## src/rtl/cbu_pkg.sv

```systemverilog
package cbu_pkg;

  localparam int CC_W = 4;
  localparam int BR_W = 3;

  typedef struct packed {
    logic n;
    logic z;
    logic c;
    logic v;
  } nzvc_t;

  typedef enum logic [CC_W-1:0] {
    CC_EQ = 4'd0,
    CC_NE = 4'd1,
    CC_HS = 4'd2,
    CC_LO = 4'd3,
    CC_HI = 4'd4,
    CC_LS = 4'd5,
    CC_GE = 4'd6,
    CC_LT = 4'd7,
    CC_GT = 4'd8,
    CC_LE = 4'd9
  } cc_e;

  localparam logic [CC_W-1:0] CC_LAST_VALID = 4'd9;

  typedef enum logic [BR_W-1:0] {
    BR_NONE    = 3'd0,
    BR_ALWAYS  = 3'd1,
    BR_ZERO    = 3'd2,
    BR_NONZERO = 3'd3,
    BR_COND    = 3'd4
  } br_e;

endpackage

```

## src/rtl/cbu_rst_sync.sv

```systemverilog
module cbu_rst_sync #(
  parameter int STAGES = 2
) (
  input  logic clk,
  input  logic rst_n,
  output logic rst_q_n
);
  logic [STAGES-1:0] sync_q;
  logic [STAGES-1:0] sync_d;

  always_comb begin
    sync_d = {sync_q[STAGES-2:0], 1'b1};
  end

  always_ff @(posedge clk or negedge rst_n) begin
    if (!rst_n) sync_q <= '0;
    else        sync_q <= sync_d;
  end

  assign rst_q_n = sync_q[STAGES-1];
endmodule

```

## src/rtl/cbu_zero_det.sv

```systemverilog
module cbu_zero_det #(
  parameter int W     = 64,
  parameter int SEG_W = 8
) (
  input  logic [W-1:0] vec_i,
  output logic         zero_o
);
  localparam int NSEG  = (W + SEG_W - 1) / SEG_W;
  localparam int PAD_W = NSEG * SEG_W;

  logic [PAD_W-1:0] padded;
  logic [NSEG-1:0]  seg_any;

  always_comb begin
    padded          = '0;
    padded[W-1:0]   = vec_i;
  end

  for (genvar s = 0; s < NSEG; s++) begin : g_seg
    assign seg_any[s] = |padded[s*SEG_W +: SEG_W];
  end

  assign zero_o = ~|seg_any;
endmodule

```

## src/rtl/cbu_flag_gen.sv

```systemverilog
module cbu_flag_gen
  import cbu_pkg::*;
#(
  parameter int DATA_W = 64,
  parameter int SEG_W  = 8
) (
  input  logic [DATA_W-1:0] res_i,
  input  logic              cout_i,
  input  logic              ovf_i,
  output nzvc_t             flags_o
);
  logic res_zero;

  cbu_zero_det #(.W(DATA_W), .SEG_W(SEG_W)) u_res_zero (
    .vec_i  (res_i),
    .zero_o (res_zero)
  );

  always_comb begin
    flags_o.n = res_i[DATA_W-1];
    flags_o.z = res_zero;
    flags_o.c = cout_i;
    flags_o.v = ovf_i;
  end
endmodule

```

## src/rtl/cbu_flag_reg.sv

```systemverilog
module cbu_flag_reg
  import cbu_pkg::*;
(
  input  logic  clk,
  input  logic  rst_n,
  input  logic  set_en_i,
  input  nzvc_t flags_new_i,
  output nzvc_t flags_q
);
  nzvc_t flags_nxt;

  always_comb begin
    flags_nxt = flags_q;
    if (set_en_i) flags_nxt = flags_new_i;
  end

  always_ff @(posedge clk or negedge rst_n) begin
    if (!rst_n) flags_q <= '0;
    else        flags_q <= flags_nxt;
  end
endmodule

```

## src/rtl/cbu_cond_eval.sv

```systemverilog
module cbu_cond_eval
  import cbu_pkg::*;
(
  input  nzvc_t           flags_i,
  input  logic [CC_W-1:0] cond_i,
  output logic            pass_o
);
  logic sgn_ge;

  assign sgn_ge = (flags_i.n == flags_i.v);

  always_comb begin
    pass_o = 1'b0;
    case (cond_i)
      CC_EQ:   pass_o = flags_i.z;
      CC_NE:   pass_o = ~flags_i.z;
      CC_HS:   pass_o = flags_i.c;
      CC_LO:   pass_o = ~flags_i.c;
      CC_HI:   pass_o = flags_i.c & ~flags_i.z;
      CC_LS:   pass_o = ~flags_i.c | flags_i.z;
      CC_GE:   pass_o = sgn_ge;
      CC_LT:   pass_o = ~sgn_ge;
      CC_GT:   pass_o = ~flags_i.z & sgn_ge;
      CC_LE:   pass_o = flags_i.z | ~sgn_ge;
      default: pass_o = 1'b0;
    endcase
  end
endmodule

```

## src/rtl/cond_branch_unit.sv

```systemverilog
module cond_branch_unit
  import cbu_pkg::*;
#(
  parameter int DATA_W = 64,
  parameter int SEG_W  = 8
) (
  input  logic              clk,
  input  logic              rst_n,
  input  logic [DATA_W-1:0] alu_res_i,
  input  logic              alu_cout_i,
  input  logic              alu_ovf_i,
  input  logic              flag_set_i,
  input  logic [CC_W-1:0]   cond_i,
  input  logic [BR_W-1:0]   br_type_i,
  input  logic [DATA_W-1:0] reg_opnd_i,
  output logic              taken_o
);
  logic  rst_q_n;
  nzvc_t flags_new;
  nzvc_t flags_q;
  logic  cond_pass;
  logic  opnd_zero;

  cbu_rst_sync #(.STAGES(2)) u_rst_sync (
    .clk     (clk),
    .rst_n   (rst_n),
    .rst_q_n (rst_q_n)
  );

  cbu_flag_gen #(.DATA_W(DATA_W), .SEG_W(SEG_W)) u_flag_gen (
    .res_i   (alu_res_i),
    .cout_i  (alu_cout_i),
    .ovf_i   (alu_ovf_i),
    .flags_o (flags_new)
  );

  cbu_flag_reg u_flag_reg (
    .clk         (clk),
    .rst_n       (rst_q_n),
    .set_en_i    (flag_set_i),
    .flags_new_i (flags_new),
    .flags_q     (flags_q)
  );

  cbu_cond_eval u_cond_eval (
    .flags_i (flags_q),
    .cond_i  (cond_i),
    .pass_o  (cond_pass)
  );

  cbu_zero_det #(.W(DATA_W), .SEG_W(SEG_W)) u_opnd_zero (
    .vec_i  (reg_opnd_i),
    .zero_o (opnd_zero)
  );

  always_comb begin
    taken_o = 1'b0;
    case (br_type_i)
      BR_ALWAYS:  taken_o = 1'b1;
      BR_ZERO:    taken_o = opnd_zero;
      BR_NONZERO: taken_o = ~opnd_zero;
      BR_COND:    taken_o = cond_pass;
      default:    taken_o = 1'b0;
    endcase
  end
endmodule

```

## config.mk

```make
export PLATFORM = sky130hd
export DESIGN_NAME = cond_branch_unit
export DESIGN_NICKNAME = d
export VERILOG_FILES = /design/src/rtl/cbu_pkg.sv /design/src/rtl/cbu_rst_sync.sv /design/src/rtl/cbu_zero_det.sv /design/src/rtl/cbu_flag_gen.sv /design/src/rtl/cbu_flag_reg.sv /design/src/rtl/cbu_cond_eval.sv /design/src/rtl/cond_branch_unit.sv
export SDC_FILE = /design/constraint.sdc
export NUM_CORES = 1
export LEC_CHECK = 0
export BUFFER_PORTS_ARGS = -buffer_cell sky130_fd_sc_hd__clkbuf_2
export CAP_MARGIN = 10
export CORE_ASPECT_RATIO = 1.5
export CORE_MARGIN = 10
export CORE_UTILIZATION = 24
export DETAILED_ROUTE_END_ITERATION = 8
export PLACE_DENSITY = 0.81
export SLEW_MARGIN = 20
export SYNTH_ARGS = -nofsm -noshare
export SYNTH_HDL_FRONTEND = slang
export SYNTH_HIERARCHICAL = 1
export SYNTH_SLANG_ARGS = --single-unit
```

## constraint.sdc

```tcl
create_clock -name clk -period 1.85 [get_ports clk]
set_clock_uncertainty 0.05 [all_clocks]
set_input_delay 0.2775 -clock clk [delete_from_list [all_inputs] [get_ports clk]]
set_output_delay 0.2775 -clock clk [all_outputs]
set_load 0.01 [all_outputs]
```

# == Yosys cells after proc, flatten, opt, wreduce, memory -nomap -nowiden ==
# Cells that the tools add are included.
# classes
n_eq_ne,14
n_mux,2
n_bitwise,7
n_reduce_logical,5
# ops
operator,count
64-bit OR reduction,2
4-bit by 3-bit equality test with 1-bit output (second input constant),4
1-bit case mux with 10 select lines,1
4-bit by 2-bit equality test with 1-bit output (second input constant),2
4-bit equality test (second input constant),2
3-bit by 2-bit equality test with 1-bit output (second input constant),2
4-bit by 1-bit equality test with 1-bit output (second input constant),1
4-bit logical NOT,1
1-bit case mux with 4 select lines,1
3-bit by 1-bit equality test with 1-bit output (second input constant),1
3-bit equality test (second input constant),1
1-bit NOT,3
1-bit bitwise AND,2
1-bit logical NOT,2
1-bit OR,2
1-bit equality test,1
# word_totals
register_bits,6
inputBits,140
output_inout_bits,1
word_cells,33

# == Depth between registers and ports, before layout ==
# Gate-level depths: netlist of the first run.
# depth
word_depth,5
mapped_depth,6
ltp_nobuf,6

# == Hierarchy ==
# The synthesis of the first run kept the hierarchy.
# by_module_without_submodules
mod,n_inst,cells_each,area_each_um2,seq_area_each_um2
cbu_zero_det,2,21,143.9,0.0
cbu_flag_reg,1,8,145.1,100.1
cbu_cond_eval,1,13,120.1,0.0
cbu_rst_sync,1,3,53.8,50.0
cbu_flag_gen,1,4,30.0,0.0
cond_branch_unit,1,4,25.0,0.0

# == Worst setup path before layout of the first run ==
# No wires, ideal clock.
# synth_path
kind,register to output
from,reg u_flag_reg/flags_q[2] (netlist name)
to,out taken_o
arrival_time_ns,1.562
t_required_ns,1.522
path_slack_ns,-0.040
stages_incl_launch_ff,7
cell_sequence,dfrtp_1 > or3b_1 > o22ai_2 > xnor2_1 > o32ai_1 > nand2_1 > o32ai_1
# synth_via
elab_chain_len,4
word_cells_on_any_way,7
classes_between,mux: 2; bitwise: 5
# synth_rtl
item,line_no,source
1-bit NOT,"cbu_cond_eval.sv:16, cbu_cond_eval.sv:19, cbu_cond_eval.sv:23",
"1-bit bitwise AND, on equally long branches","cbu_cond_eval.sv:23, cbu_cond_eval.sv:19",
1-bit case mux with 10 select lines *,cbu_cond_eval.sv:14,case (cond_i)
named net cond_pass,cond_branch_unit.sv:21,logic cond_pass;
1-bit case mux with 4 select lines *,cond_branch_unit.sv:58,case (br_type_i)
end: declaration,cond_branch_unit.sv:16,output logic taken_o
# The timed path passes the listed nets; every way through them passes the cells marked *.

# == Worst setup path after layout of the first run ==
# layout_path
from,reg u_flag_reg/flags_q[2] (netlist name)
to,out taken_o
# layout_via
elab_chain_len,4
word_cells_on_any_way,7
classes_between,mux: 2; bitwise: 5
# layout_rtl
item,line_no
1-bit NOT,"cbu_cond_eval.sv:16, cbu_cond_eval.sv:19, cbu_cond_eval.sv:23"
"1-bit bitwise AND, on equally long branches","cbu_cond_eval.sv:23, cbu_cond_eval.sv:19"
1-bit case mux with 10 select lines *,cbu_cond_eval.sv:14
named net cond_pass,cond_branch_unit.sv:21
1-bit case mux with 4 select lines *,cond_branch_unit.sv:58
# Marks and branches as above.

==> flow_metrics.py, run 1 <==
metrics = {
    "route": {
        "dr.pass1.iters": 3,
        "ant_nets": 0,
        "viasPerCell": 4.99,
        "wl_per_cell_um": 18.9,
        "vias": 1263,
        "drcViolationCount": 0,
        "drt-initial-drc-count": 42,
        "finalWirelength_um": 4770,
    },
    "cells_and_area": {
        "fin_nets": 358,
        "fin_cells": 253,
        "final-seq-area_um2": 150,
        "multi_input_area_um2": 489,
        "area_delta_synth_final_pct": 119,
        "n_antenna_cell": 0,
        "final_common_cell": "clkbuf_2",
        "drive_gt1_share_pct": 72.7,
        "layout.cells.most_common_list": "139 x clkbuf_2, 30 x nor4_1, 8 x nand4_1, 6 x dfrtp_1",
        "final_cell_area_um2": 1450,
        "fillers": 269,
    },
    "synthesis": {
        "syn_avg_cell_area_um2": 8.94,
        "synth_xor_area_share_pct": 9.07,
        "synth-compound-area-share_pct": 5.86,
        "synth_cell_types": 18,
        "synth_top_area_share_pct": 28.4,
        "synthAdderAreaFrac_pct": 0,
        "synth.area.mux_share_pct": 8.32,
        "synth_area_leaders": "nor4_1 28%, dfrtp_1 23%, nand4_1 7.6%, nor4_2 7.6%, mux2_2 6.8%",
        "synthCells": 74,
        "synth_seq_cells": 6,
        "ys_seq_area_share_pct": 22.7,
        "syn_area_um2": 662,
        "synth_top_family_by_area": "simple AND/OR/NAND/NOR gates",
        "synth_area_leader_cell": "nor4_1",
        "synth_nets": 214,
        "synth-simple-area-share_pct": 49.0,
        "ys_warn_count": 6,
    },
    "sta": {
        "post-route-min-period_ps": 2180,
        "rsz0062_at_grt": "true",
        "drv_slew": 0,
        "setup_slack_ps": -333,
        "fmax_ghz": 0.458,
        "finalCritPeriodShare_pct": 118,
        "final-hold-violation-count": 0,
        "setup_viol": 1,
    },
    "floorplan": {
        "die-area_um2": 5300,
        "dieHeight_um": 84.3,
        "ioPinCount": 141,
        "die-width_um": 62.9,
        "num_rows": 23,
        "core_area_um2": 2650,
        "start_util_pct": 25.0,
    },
    "critical_path": {
        "crit-reg2reg-launch": "u_flag_reg/flags_q[0]",
        "cp-end-kind": "output port",
        "arrival_ps": 1860,
        "setup.worst_path.start": "u_flag_reg/flags_q[2]",
        "criticalPathCategory": "register to output port",
        "start_kind": "register",
        "worstPathRequired_ps": 1520,
        "crit_fanout": 4,
    },
    "placement": {
        "place_area_um2": 1400,
        "post-dp-hpwl_um": 4660,
        "place_inst": 249,
        "io_buffers": 140,
        "routabilityCongestion": 0.909,
    },
    "clock_network": {
        "clkSinkCount": 6,
        "path_clk_slew_ps": 40,
        "cts-root-buf": "clkbuf_8",
        "cts_tree": "built",
        "clock_path_buffers": 2,
        "htree_levels": 1,
        "clk_latency_ps": 220,
        "cts_buffers": 3,
    },
    "run_status": {
        "failed_checks": "setup timing",
        "status": "finished with violations",
    },
    "power_and_ir_drop": {
        "p_per_area_nw_per_um2": 388,
        "p_leak_nw": 0.781,
        "peakVddDrop_v": 0.000369,
    },
    "grt": {
        "grt_max_degree": 5,
        "grt_pass1_wl_um": 7290,
        "grt_antenna_before_repair": 0,
        "grt_pass1_vias": 1477,
        "grt-ovfl-total": 0,
        "grt_usage_pct": 17.4,
    },
    "min_path": {
        "hold_class": "register to asynchronous set/reset pin",
    },
    "run": {
        "drv_cap": 0,
    },
}
## final timing paths
kind                                               to  slack, ps  depth (start not counted)
worst max-delay path                          taken_o       -330                          7
min in group clk                u_flag_reg/flags_q[0]        240                          2
worst min register to register  u_flag_reg/flags_q[3]         10                          0
worst min-delay path            u_flag_reg/flags_q[3]         10                          0
max in group asynchronous        u_rst_sync/sync_q[0]       1320                          2
worst max register to register  u_flag_reg/flags_q[0]       1010                          1
## routing by layer
layer | up-vias | routed length, um | GRT usage, %
met4 | 0 | 22 | 4.29
met3 | 2 | 813 | 11.8
met5 | - | 0 | 0
met2 | 122 | 2320 | 32.1
li1 | 599 | - | -
met1 | 540 | 1620 | 14.8
## stage by stage
stage                     setup WS, ps  util [%]  hold slack, ps  power, W  setup TNS (ps)
after floorplan                   39.2         -           -68.1  0.000211               0
after global placement            -171      52.9            4.48  0.000368            -171
after detailed placement          -169      52.9            13.9  0.000374            -169
after CTS                         -365      54.9            16.9  0.000572            -365
after global routing              -479      54.9            22.8  0.000602            -479
final                             -333      54.9            10.2  0.000563            -333
## registers in the layout (all words and copies together), names as in the netlist
register,count
u_rst_sync/sync_q,2
u_flag_reg/flags_q,4
## repair_timing
| action | CTS | global route |
|---|---|---|
| hold buffers | 1 | 0 |
| hold endpoints to repair | 2 | 0 |
| resized for setup | 0 | 1 |
| setup buffers | 0 | 0 |
| setup endpoints to repair | 1 | 1 |
## worst max-delay path: stages, from the launching register on
cell and delay [ps]:
dfrtp_1 390, or3b_1 370, o22ai_2 130, xnor2_1 90
o32ai_1 220, nand2_1 100, o32ai_2 180, buf_2 160
## synthesized netlist by cell type
master / number
and2b_2: 1
buf_4: 4
conb_1: 1
dfrtp_1: 6
mux2_2: 4
mux2i_1: 1
nand2_1: 3
nand4_1: 8
nor4_1: 30
nor4_2: 4
o22a_1: 1
o22ai_2: 1
o32ai_1: 2
or2b_1: 1
or3b_1: 1
xnor2_1: 2
xor2_1: 3
xor2_2: 1
## final cells by class
cell class | instances | area share [%]
Sequential cell | 6 | 10.3
Clock buffer | 3 | 2.84
Multi-Input combinational cell | 64 | 33.7
Tap cell | 37 | 3.19
Timing Repair Buffer | 143 | 50.0
## cells by family (layout without fill, tap and decap cells)
logic type | after synthesis | in the layout
and+or+nand+nor | 48 | 48
xor gates and xnor gates | 6 | 6
DFF | 6 | 6
muxes | 5 | 5
AOI/OAI and AO/OA | 4 | 4
buffers and inverters | 4 | 146
other | 1 | 1
## power breakdown
group	switching, W	leakage (nW)	total [W]	internal [W]
logic	0.0000761	0.687	0.000222	0.000146
registers	0.00000815	0.0724	0.000149	0.000141
clock network	0.0000522	0.0216	0.000192	0.000139
(Power assumes the default switching activity.)
==> run 2, diff against run 1 <==
- SKIP_CTS_REPAIR_TIMING: default -> 1
==> flow_metrics.py, run 2 (synthesis results as in run 1) <==
metrics = {
    "critical_path": {
        "arrival_ps": 1860,
        "path_cells": "or3b_1, o22ai_2, xnor2_1, o32ai_1, nand2_1, o32ai_2, buf_2",
        "worstPathRequired_ps": 1520,
        "crit_buf_inv": 1,
        "crit_fanout": 4,
        "crit-reg2reg-launch": "u_flag_reg/flags_q[0]",
        "rr_endpoint": "u_flag_reg/flags_q[0]",
        "path_depth": 7,
        "criticalPathCategory": "register to output port",
        "cp-end-kind": "output port",
        "setup.worst_path.start": "u_flag_reg/flags_q[2]",
        "reg2regPathDepth": 1,
        "cpLargestDelayFamily": "compound AO/OA/AOI/OAI gates",
        "start_kind": "register",
        "cp_slowest_stage_delay_ps": 390,
        "crit_path_end": "taken_o",
        "r2r_slack_ps": 1010,
        "cpMaxStageDelayCell": "dfrtp_1",
    },
    "power_and_ir_drop": {
        "p_per_area_nw_per_um2": 388,
        "p_leak_nw": 0.781,
        "peakVddDrop_v": 0.000369,
    },
    "grt": {
        "grt_antenna_before_repair": 0,
        "grt_pass1_wl_um": 7250,
        "grt_max_degree": 5,
        "grt_pass1_vias": 1470,
        "grt-ovfl-total": 0,
        "grt_usage_pct": 17.3,
    },
    "route": {
        "drt-initial-drc-count": 42,
        "wl_per_cell_um": 18.9,
        "ant_nets": 0,
        "dr.pass1.iters": 3,
        "drcViolationCount": 0,
        "viasPerCell": 4.99,
        "vias": 1263,
        "finalWirelength_um": 4770,
    },
    "cells_and_area": {
        "area_delta_synth_final_pct": 119,
        "regMostFlops": "u_flag_reg/flags_q",
        "layout.cells.most_common_list": "139 x clkbuf_2, 30 x nor4_1, 8 x nand4_1, 6 x dfrtp_1",
        "final_common_cell": "clkbuf_2",
        "reg_top3": "u_flag_reg/flags_q x4, u_rst_sync/sync_q x2",
        "n_antenna_cell": 0,
        "fin_util_pct": 54.9,
        "fin_cells": 253,
        "fin_nets": 358,
        "drive_gt1_share_pct": 72.7,
        "largest_reg_flops": 4,
    },
    "clock_network": {
        "path_clk_slew_ps": 40,
        "clock_path_buffers": 2,
        "cts-root-buf": "clkbuf_8",
        "htree_levels": 1,
        "clkSinkCount": 6,
        "cts_tree": "built",
        "cts_buffers": 3,
        "clk_latency_ps": 220,
    },
    "sta": {
        "drv_slew": 0,
        "setup_slack_ps": -333,
        "whs_ps": 10.2,
        "finalCritPeriodShare_pct": 118,
        "rsz0062_at_grt": "true",
        "fmax_ghz": 0.458,
        "post-route-min-period_ps": 2180,
        "setup_viol": 1,
        "final-hold-violation-count": 0,
    },
    "floorplan": {
        "core_area_um2": 2650,
        "dieHeight_um": 84.3,
        "start_util_pct": 25.0,
        "num_rows": 23,
        "die-area_um2": 5300,
        "ioPinCount": 141,
        "die-width_um": 62.9,
    },
    "placement": {
        "io_buffers": 140,
        "routabilityCongestion": 0.909,
        "post-dp-hpwl_um": 4660,
        "place_inst": 249,
    },
    "min_path": {
        "hold_class": "register to asynchronous set/reset pin",
    },
    "run_status": {
        "failed_checks": "setup timing",
        "status": "finished with violations",
    },
    "run": {
        "drv_cap": 0,
    },
}
[run 2: cell type report]
class                   instances  area (um2)
clock buffers                   3        41.3
well taps                      37        46.3
fillers                       269        1190
multi-input cells              64         489
repair buffers                143         726
flip-flops and latches          6         150
[run 2: where the power goes]
group | total, W | switching [W] | leakage, nW | internal [W]
Clock | 0.000192 | 0.0000522 | 0.0216 | 0.000139
Sequential | 0.000149 | 0.00000815 | 0.0724 | 0.000141
Combinational | 0.000222 | 0.0000761 | 0.687 | 0.000146
Total | 0.000563 | 0.000136 | 0.781 | 0.000427
[run 2: per-stage QoR]
| stage | setup TNS, ps | power [W] | instance area (um2) | worst slack [ps] |
|---|---|---|---|---|
| floorplan | 0 | 0.000211 | 669 | 39.2 |
| global placement | -171 | 0.000368 | 1400 | -171 |
| detailed placement | -169 | 0.000374 | 1400 | -169 |
| CTS | -365 | 0.000570 | 1440 | -365 |
| global route | -479 | 0.000602 | 1450 | -479 |
| finish | -333 | 0.000563 | 1450 | -333 |
[run 2: worst min path at each step]
stage                       endpoint  slack [ps]                 start  cells past startpoint
3_3_place_gp   u_flag_reg/flags_q[1]           4  u_rst_sync/sync_q[1]                      0
6_report       u_flag_reg/flags_q[3]          10  u_rst_sync/sync_q[1]                      0
4_1_cts         u_rst_sync/sync_q[0]        -220                 rst_n                      1
2_1_floorplan   u_rst_sync/sync_q[0]         -70                 rst_n                      0
5_1_grt        u_flag_reg/flags_q[3]          20  u_rst_sync/sync_q[1]                      0
3_5_place_dp    u_rst_sync/sync_q[0]          10                 rst_n                      1
[run 2: per-layer routing]
| layer | up-vias | wire [um] | part of all wire [%] | GRT usage [%] |
|---|---|---|---|---|
| met1 | 540 | 1620 | 34 | 14.7 |
| met5 | - | 0 | 0 | 0 |
| met4 | 0 | 22 | 0.46 | 4.29 |
| met2 | 122 | 2320 | 49 | 31.9 |
| met3 | 2 | 813 | 17 | 11.8 |
| li1 | 599 | - | - | - |
==> run 3, diff against run 2 <==
- CORE_UTILIZATION: 24 -> 26
- PLACE_DENSITY: 0.81 -> 0.87
- clock period: 1.85 -> 2.8 ns (I/O delays scaled with it)
==> flow_metrics.py, run 3 (synthesis results as in run 1) <==
metrics = {
    "run_status": {
        "status": "finished with violations",
        "failed_checks": "hold timing",
    },
    "cells_and_area": {
        "final_common_cell": "clkbuf_2",
        "n_antenna_cell": 0,
        "fillers": 262,
        "regMostFlops": "u_flag_reg/flags_q",
        "fin_cells": 238,
        "area_delta_synth_final_pct": 111,
        "reg_top3": "u_flag_reg/flags_q x4, u_rst_sync/sync_q x2",
        "drive_gt1_share_pct": 72.0,
        "layout.cells.most_common_list": "140 x clkbuf_2, 30 x nor4_1, 8 x nand4_1, 6 x dfrtp_1",
        "largest_reg_flops": 4,
        "fin_nets": 356,
    },
    "sta": {
        "whs_ps": -1.08,
        "setup_tns_ps": 0,
        "rsz0062_at_grt": "false",
        "final-hold-violation-count": 3,
        "post-route-min-period_ps": 2410,
        "setup_viol": 0,
        "drv_slew": 0,
        "fmax_ghz": 0.415,
        "finalCritPeriodShare_pct": 86.0,
    },
    "route": {
        "met2_length_um": 2350,
        "drcViolationCount": 0,
        "finalWirelength_um": 4720,
        "vias": 1267,
        "wirelength_met1_um": 1200,
        "drt-initial-drc-count": 7,
        "dr.pass1.iters": 3,
        "wl_per_cell_um": 19.8,
        "viasPerCell": 5.32,
        "wl_met3_um": 1040,
        "ant_nets": 0,
        "highest_layer": "met4",
    },
    "grt": {
        "grt_pass1_wl_um": 6580,
        "grt_pass1_vias": 1462,
        "grt_antenna_before_repair": 0,
        "grt-ovfl-total": 0,
        "grt_usage_pct": 18.0,
        "grt_max_degree": 6,
    },
    "critical_path": {
        "r2r_slack_ps": 1940,
        "crit_fanout": 4,
        "path_cells": "or3b_1, o22ai_2, xnor2_1, o32ai_1, nand2_1, o32ai_1, clkbuf_2",
        "arrival_ps": 1940,
        "cpLargestDelayFamily": "compound AO/OA/AOI/OAI gates",
        "rr_endpoint": "u_flag_reg/flags_q[0]",
        "worstPathRequired_ps": 2330,
        "setup.worst_path.start": "u_flag_reg/flags_q[2]",
        "cpMostUsedCell": "o32ai_1",
        "cpMaxStageDelayCell": "dfrtp_1",
        "crit_path_end": "taken_o",
        "reg2regPathDepth": 1,
        "path_depth": 7,
        "start_kind": "register",
        "criticalPathCategory": "register to output port",
        "crit-reg2reg-launch": "u_flag_reg/flags_q[0]",
        "cp-end-kind": "output port",
        "crit_buf_inv": 1,
        "cp_slowest_stage_delay_ps": 400,
    },
    "clock_network": {
        "cts_tree": "built",
        "clk_latency_ps": 240,
        "cts-root-buf": "clkbuf_4",
        "clock_path_buffers": 2,
        "cts_buffers": 3,
        "htree_levels": 1,
        "path_clk_slew_ps": 40,
        "clkSinkCount": 6,
    },
    "floorplan": {
        "ioPinCount": 141,
        "die-width_um": 61.2,
        "num_rows": 22,
        "dieHeight_um": 81.8,
        "start_util_pct": 27.0,
        "core_area_um2": 2450,
        "die-area_um2": 5010,
    },
    "power_and_ir_drop": {
        "power.total_w": 0.000322,
        "p_per_area_nw_per_um2": 231,
        "peakVddDrop_v": 0.000191,
        "p_leak_nw": 0.761,
    },
    "run": {
        "drv_cap": 0,
    },
    "placement": {
        "routabilityCongestion": 0.817,
        "place_inst": 234,
        "io_buffers": 140,
    },
    "min_path": {
        "hold_class": "register to asynchronous set/reset pin",
    },
}
## run 3: area by class of cell
| class | count | area, um2 | share of cell area (%) |
|---|---|---|---|
| multi-input cells | 64 | 482 | 34.5 |
| flip-flops and latches | 6 | 150 | 10.8 |
| clock buffers | 3 | 22.5 | 1.61 |
| repair buffers | 141 | 711 | 50.9 |
| well taps | 24 | 30.0 | 2.15 |
## run 3: worst min path at each step
| stage | startpoint | end | slack [ps] |
|---|---|---|---|
| 6_report | u_rst_sync/sync_q[1] | u_flag_reg/flags_q[0] | -1 |
| 4_1_cts | rst_n | u_rst_sync/sync_q[0] | -100 |
| 3_3_place_gp | u_rst_sync/sync_q[1] | u_flag_reg/flags_q[1] | 3 |
| 5_1_grt | u_rst_sync/sync_q[1] | u_flag_reg/flags_q[3] | 20 |
| 3_5_place_dp | u_rst_sync/sync_q[1] | u_flag_reg/flags_q[1] | 5 |
| 2_1_floorplan | u_rst_sync/sync_q[1] | u_flag_reg/flags_q[0] | -10 |
## run 3: per-stage QoR
step | instance area, um2 | setup slack, ps | util [%]
after floorplan | 662 | 699 | -
after CTS | 1390 | 360 | 56.5
final | 1400 | 391 | 56.9
after detailed placement | 1360 | 463 | 55.6
after global routing | 1400 | 202 | 56.9
after global placement | 1360 | 467 | 55.6
## run 3: metal layers
layer,up-vias,global-route usage (%)
li1,596,-
met1,537,11.1
met2,125,34.1
met3,9,15.0
met4,0,8.26
met5,-,0
## run 3: where the power goes
group / leakage, nW / internal (W) / switching [W]
registers: 0.0724 / 0.0000929 / 0.00000519
logic: 0.675 / 0.0000944 / 0.0000492
clock network: 0.0138 / 0.0000485 / 0.0000319
